$ cat src/rtl/sdram_bank_pkg.sv
package sdram_bank_pkg;
  localparam int unsigned MB_W   = 12;
  localparam int unsigned MA_W   = 12;
  localparam logic [1:0]  ROWS_12 = 2'b11;

  typedef enum logic {PH_ROW = 1'b0, PH_COL = 1'b1} phase_e;

  typedef struct packed {
    logic            en;
    logic [1:0]      row_bits;
    logic [MB_W-1:0] first_mb;
    logic [MB_W-1:0] last_mb;
  } bank_desc_t;
endpackage

$ cat src/rtl/bank_desc_regs.sv
module bank_desc_regs
  import sdram_bank_pkg::*;
#(
  parameter int unsigned NUM_BANKS = 8,
  localparam int unsigned SEL_W = $clog2(NUM_BANKS)
) (
  input  logic                 clk_i,
  input  logic                 rst_ni,
  input  logic                 we_i,
  input  logic [SEL_W-1:0]     sel_i,
  input  bank_desc_t           desc_i,
  output bank_desc_t           desc_o [NUM_BANKS]
);
  for (genvar b = 0; b < NUM_BANKS; b++) begin : g_bank
    always_ff @(posedge clk_i or negedge rst_ni) begin
      if (!rst_ni)                                desc_o[b] <= '0;
      else if (we_i && sel_i == SEL_W'(b))        desc_o[b] <= desc_i;
    end
  end
endmodule

$ cat src/rtl/bank_match.sv
module bank_match
  import sdram_bank_pkg::*;
#(
  parameter int unsigned NUM_BANKS = 8
) (
  input  logic [MB_W-1:0]      mb_i,
  input  bank_desc_t           desc_i [NUM_BANKS],
  output logic [NUM_BANKS-1:0] sel_o
);
  logic [NUM_BANKS-1:0] raw_hit;

  for (genvar b = 0; b < NUM_BANKS; b++) begin : g_cmp
    assign raw_hit[b] = desc_i[b].en && (desc_i[b].row_bits == ROWS_12) &&
                        (mb_i >= desc_i[b].first_mb) && (mb_i <= desc_i[b].last_mb);
  end

  // lowest index wins
  always_comb begin
    logic taken;
    taken = 1'b0;
    sel_o = '0;
    for (int b = 0; b < NUM_BANKS; b++) begin
      if (raw_hit[b] && !taken) begin
        sel_o[b] = 1'b1;
        taken    = 1'b1;
      end
    end
  end
endmodule

$ cat src/rtl/addr_mux.sv
module addr_mux
  import sdram_bank_pkg::*;
(
  input  logic [26:3]     a_i,
  input  logic            phase_i,
  output logic            ba_o,
  output logic [MA_W-1:0] ma_o
);
  // Little-endian slices; big-endian An equals addr[31-n].
  always_comb begin
    if (phase_e'(phase_i) == PH_COL) begin
      ba_o = a_i[26];
      ma_o = {1'b0, a_i[25:23], a_i[10:3]};
    end else begin
      ba_o = a_i[22];
      ma_o = {1'b0, a_i[21:11]};
    end
  end
endmodule

$ cat src/rtl/sdram_bank_mux.sv
module sdram_bank_mux
  import sdram_bank_pkg::*;
#(
  parameter int unsigned NUM_BANKS = 8,
  localparam int unsigned SEL_W = $clog2(NUM_BANKS)
) (
  input  logic                 clk_i,
  input  logic                 rst_ni,
  input  logic                 cfg_we_i,
  input  logic [SEL_W-1:0]     cfg_bank_i,
  input  logic                 cfg_en_i,
  input  logic [1:0]           cfg_row_bits_i,
  input  logic [MB_W-1:0]      cfg_start_i,
  input  logic [MB_W-1:0]      cfg_end_i,
  input  logic                 req_i,
  input  logic [31:0]          addr_i,
  input  logic                 phase_i,
  output logic [NUM_BANKS-1:0] cs_n_o,
  output logic                 ba_o,
  output logic [MA_W-1:0]      ma_o,
  output logic                 no_bank_o
);
  bank_desc_t           desc_q [NUM_BANKS];
  bank_desc_t           desc_wr;
  logic [NUM_BANKS-1:0] sel;
  logic [26:3]          addr_q, addr_cur;
  logic                 ba_d;
  logic [MA_W-1:0]      ma_d;
  logic                 unused_lsb;

  assign unused_lsb = ^addr_i[2:0];
  assign desc_wr    = '{en: cfg_en_i, row_bits: cfg_row_bits_i,
                        first_mb: cfg_start_i, last_mb: cfg_end_i};

  bank_desc_regs #(.NUM_BANKS(NUM_BANKS)) u_regs (
    .clk_i, .rst_ni, .we_i(cfg_we_i), .sel_i(cfg_bank_i),
    .desc_i(desc_wr), .desc_o(desc_q)
  );

  bank_match #(.NUM_BANKS(NUM_BANKS)) u_match (
    .mb_i(addr_i[31:20]), .desc_i(desc_q), .sel_o(sel)
  );

  assign addr_cur = req_i ? addr_i[26:3] : addr_q;

  addr_mux u_mux (.a_i(addr_cur), .phase_i, .ba_o(ba_d), .ma_o(ma_d));

  always_ff @(posedge clk_i or negedge rst_ni) begin
    if (!rst_ni) begin
      cs_n_o    <= '1;
      no_bank_o <= 1'b0;
      addr_q    <= '0;
      ba_o      <= 1'b0;
      ma_o      <= '0;
    end else begin
      no_bank_o <= req_i && (sel == '0);
      if (req_i) begin
        cs_n_o <= ~sel;
        addr_q <= addr_i[26:3];
      end
      ba_o <= ba_d;
      ma_o <= ma_d;
    end
  end

  assert_cs_onehot_R6: assert property (@(posedge clk_i) disable iff (!rst_ni)
    $onehot0(~cs_n_o));
  assert_miss_no_cs_R5: assert property (@(posedge clk_i) disable iff (!rst_ni)
    no_bank_o |-> (cs_n_o == '1));
  assert_miss_pulse_R5: assert property (@(posedge clk_i) disable iff (!rst_ni)
    no_bank_o |=> !no_bank_o || $past(req_i));
  assert_cs_hold_R7: assert property (@(posedge clk_i) disable iff (!rst_ni)
    !req_i |=> $stable(cs_n_o));
  assert_sdma0_low_R9: assert property (@(posedge clk_i) disable iff (!rst_ni)
    $rose(phase_i) |=> !ma_o[MA_W-1]);
endmodule

$ cat config.mk
export PLATFORM = sky130hd
export DESIGN_NAME = sdram_bank_mux
export DESIGN_NICKNAME = d
export VERILOG_FILES = /design/src/rtl/sdram_bank_pkg.sv /design/src/rtl/bank_desc_regs.sv /design/src/rtl/bank_match.sv /design/src/rtl/addr_mux.sv /design/src/rtl/sdram_bank_mux.sv
export SDC_FILE = /design/constraint.sdc
export NUM_CORES = 1
export LEC_CHECK = 0
export CAP_MARGIN = 40
export CORE_ASPECT_RATIO = 2
export CORE_MARGIN = 5
export CORE_UTILIZATION = 45
export DETAILED_ROUTE_END_ITERATION = 10
export DONT_BUFFER_PORTS = 1
export PLACE_DENSITY = 0.63
export SYNTH_ARGS = -nofsm -noshare
export SYNTH_HDL_FRONTEND = slang
export SYNTH_HIERARCHICAL = 1
export SYNTH_SLANG_ARGS = --single-unit
$ cat constraint.sdc
create_clock -name clk_i -period 7.4 [get_ports clk_i]
set_input_delay 0 -clock clk_i [delete_from_list [all_inputs] [get_ports clk_i]]
set_output_delay 0 -clock clk_i [all_outputs]
set_load 0.02 [all_outputs]
==> results_dict.tcl <==
set metrics [dict create \
    p_leak_nw 8.21 \
    regToRegEndpoint "no_bank_o$_DFF_PN0_" \
    num_io_pins 89 \
    ff2ff_setup_slack_ps 4120 \
    synth-main-ff-cell "dfrtp_1" \
    setup_tns_ps 0 \
    ctsResizeCount 0 \
    syn2layout_area_growth_pct 14.2 \
    outcome "completed" \
    power_per_cell_area_nw_per_um2 254 \
    avgSynthCellArea_um2 12.1 \
    synth-edff-count 0 \
    die-area_um2 37000 \
    cts_tree "yes" \
    ant_nets 0 \
    drtPass1Iterations 4 \
    gp_congestion 0.799 \
    groute.usage.overall 0.205 \
    setup_viol 0 \
    clk_pin_slew_ps 70 \
    insertion_delay_ps 540 \
    vias_per_cell 5.45 \
    synth-simple-area-share 0.0587 \
    drt_iter0_markers 321 \
    slew_headroom 0.359 \
    cts-buffers-inserted 26 \
    cts.sink_count 262 \
    yosys.area.top_type "dfrtp_1" \
    num_vias 9632 \
    grt_antenna_before_repair 0 \
    drc 0 \
    grt_pass1_vias 10300 \
    hold_slack_ps 23.2 \
    critPathMaxFanout 2 \
    synth_compound_area_frac 0.0718 \
    synth_area_leaders "dfrtp_1, mux2_2, ha_1, inv_1, mux2_4" \
    synth-adder-area-share 0.161 \
    fin_crit_ps 3280 \
    worst_pin_slew_ps 962 \
    syn-cell-area_um2 14900 \
    initial_core_util 0.454 \
    drive_above_1_share 0.259 \
    synth_cell_types 67 \
    die_w_um 139 \
    dp_hpwl_mm 24.9 \
    clk_path_buf_depth 3 \
    finalHoldViolCount 0 \
    synth_xor_area_frac 0 \
    critical_path_arrival_ps 3760 \
    async_reset_ff_frac 1.00 \
    rows 94 \
    endpoint_kind "flip-flop" \
    path_class "flip-flop to flip-flop" \
    synth_mux_area_frac 0.204 \
    drv_cap 0 \
    grt_pass1_wl_mm 59.1 \
    r2r_cells 11 \
    rsz0062_at_grt "false" \
    wl_per_cell_um 21.3 \
    synth_seq_cells 262 \
    critPathCapture "no_bank_o$_DFF_PN0_" \
    critical_path.startpoint "u_regs/desc_o[63]$_DFFE_PN0P_" \
    grt_overflow_total 0 \
    n_antenna_cell 0 \
    worstPathRequired_ps 7880 \
    fin_util 0.518 \
    maxSlewViolCount 0 \
    synth_top_family_by_area "multiplexers" \
    coreArea_um2 32800 \
    irDropWorstVdd_uv 174 \
    die_y_um 267 \
    grt_max_degree 263 \
    layout.nets 1574 \
    synth_top_cell_area_share 0.427 \
    io_buffer_count 0 \
    start_kind "flip-flop" \
    synth_warnings 6 \
    synthesis.nets 1493 \
    drt-total-wl_mm 37.7 \
    htree_levels 1 \
    syn_inst 1234 \
    finalClockSkew_ps 6.43 \
    period_share 0.444 \
    max_freq_ghz 0.305 \
    r2r-start "u_regs/desc_o[63]$_DFFE_PN0P_" \
    cts_root_buf "clkbuf_16" \
    yosysSeqAreaShare 0.441 \
    hold_class "input pin to asynchronous set/reset pin" \
]
sequential cells by signal, indices dropped and copies added, names as in the netlist:
signal,flops
addr_q,24
ba_o,1
cs_n_o,8
ma_o,12
no_bank_o,1
u_regs/desc_o,216
final cells by class:
type | instances | area, µm²
inverters | 188 | 706
fillers | 2878 | 15800
multi-input cells | 755 | 7430
flip-flops and latches | 262 | 6570
clock buffers | 31 | 721
clock inverters | 16 | 135
repair buffers | 82 | 916
well taps | 432 | 541
worst min path at each step:
stage | depth (start not counted) | startpoint | slack [ps] | endpoint
global route | 3 | cfg_bank_i[1] | 30 | u_regs/desc_o[105]$_DFFE_PN0P_
detailed placement | 0 | rst_ni | -280 | u_regs/desc_o[206]$_DFFE_PN0P_
finish | 2 | rst_ni | 20 | u_regs/desc_o[206]$_DFFE_PN0P_
floorplan | 0 | rst_ni | -300 | addr_q[10]$_DFF_PN0_
CTS | 3 | cfg_bank_i[0] | 10 | u_regs/desc_o[161]$_DFFE_PN0P_
global placement | 0 | rst_ni | -280 | u_regs/desc_o[206]$_DFFE_PN0P_
synth_stat cells, drive strengths merged, types with 2 or more instances:
library cell	number
ha	192
o21a	3
nand2b	11
nor4bb	3
nor4	4
o211ai	10
o21ai	27
and2	2
dfrtp	254
or3	3
nor2	21
o2111ai	2
a21oi	52
mux2i	8
buf	29
nand4	29
nor4b	2
mux2	252
a31oi	6
a211o	3
a221oi	3
and3	3
nor3	10
nand3	13
a2111oi	2
and4b	2
nor2b	13
o221ai	2
a21boi	3
nand4b	3
a41oi	2
dfstp	8
a21o	22
a211oi	11
nand2	21
or4	2
o31a	3
inv	188
o31ai	2
critical path, cell delays in order, from the launching register on:
cell and delay [ps]:
dfrtp_1 340, inv_1 40, ha_1 300, a21o_1 160, a21o_1 180, a211o_1 380, o31a_1 340, a311oi_2 400
nor4b_2 100, and4b_1 230, nor4_1 470, and4b_1 280
power breakdown:
| part | leakage, nW | internal (mW) | switching (mW) |
|---|---|---|---|
| sequential | 3.12 | 1.72 | 0.150 |
| clock | 0.431 | 0.763 | 0.578 |
| combinational | 4.66 | 0.563 | 0.539 |
| total | 8.21 | 3.05 | 1.27 |
layout by cell type, fill, tap and decap left out, types with 9 or more instances in the layout:
| cell | instances |
|---|---|
| a211oi_1 | 9 |
| a21o_1 | 21 |
| a21oi_1 | 52 |
| clkbuf_16 | 27 |
| clkinv_2 | 12 |
| dfrtp_1 | 254 |
| dlygate4sd3_1 | 68 |
| ha_1 | 192 |
| inv_1 | 188 |
| mux2_2 | 220 |
| mux2_4 | 31 |
| nand2_1 | 21 |
| nand2b_1 | 11 |
| nand3_1 | 13 |
| nand4_1 | 27 |
| nor2_1 | 21 |
| nor2b_1 | 13 |
| nor3_1 | 10 |
| o211ai_1 | 10 |
| o21ai_0 | 26 |
stage by stage:
stage | power [mW] | worst slack (ps) | instances | cell area, µm²
after floorplan | 2.67 | 4970 | 1234 | 14900
after global placement | 2.84 | 4050 | 1643 | 15300
after detailed placement | 2.89 | 4200 | 1648 | 15400
after CTS | 4.36 | 4160 | 1765 | 17000
after global routing | 4.60 | 3980 | 1766 | 17000
final | 4.31 | 4120 | 1766 | 17000
cells by family (layout without fill, tap and decap cells):
family / Yosys count / in the layout
muxes: 260 / 260
AOI/OAI and AO/OA: 157 / 157
adders and majority gates: 192 / 192
and+or+nand+nor: 145 / 145
buffers and inverters: 217 / 317
DFF: 262 / 262
other: 1 / 1
metal layers:
metal / GRT usage / part of all wire / wire [µm]
met1: 0.221 / 0.37 / 14000
met5: 0 / 0 / 0
met2: 0.396 / 0.54 / 20500
met4: 0.0956 / 0.050 / 1890
met3: 0.0243 / 0.034 / 1270
what timing repair did:
item,in CTS,in global routing
hold endpoints to repair,523,0
hold buffers,70,0
buffers inserted,0,0
(Power assumes the default switching activity.)
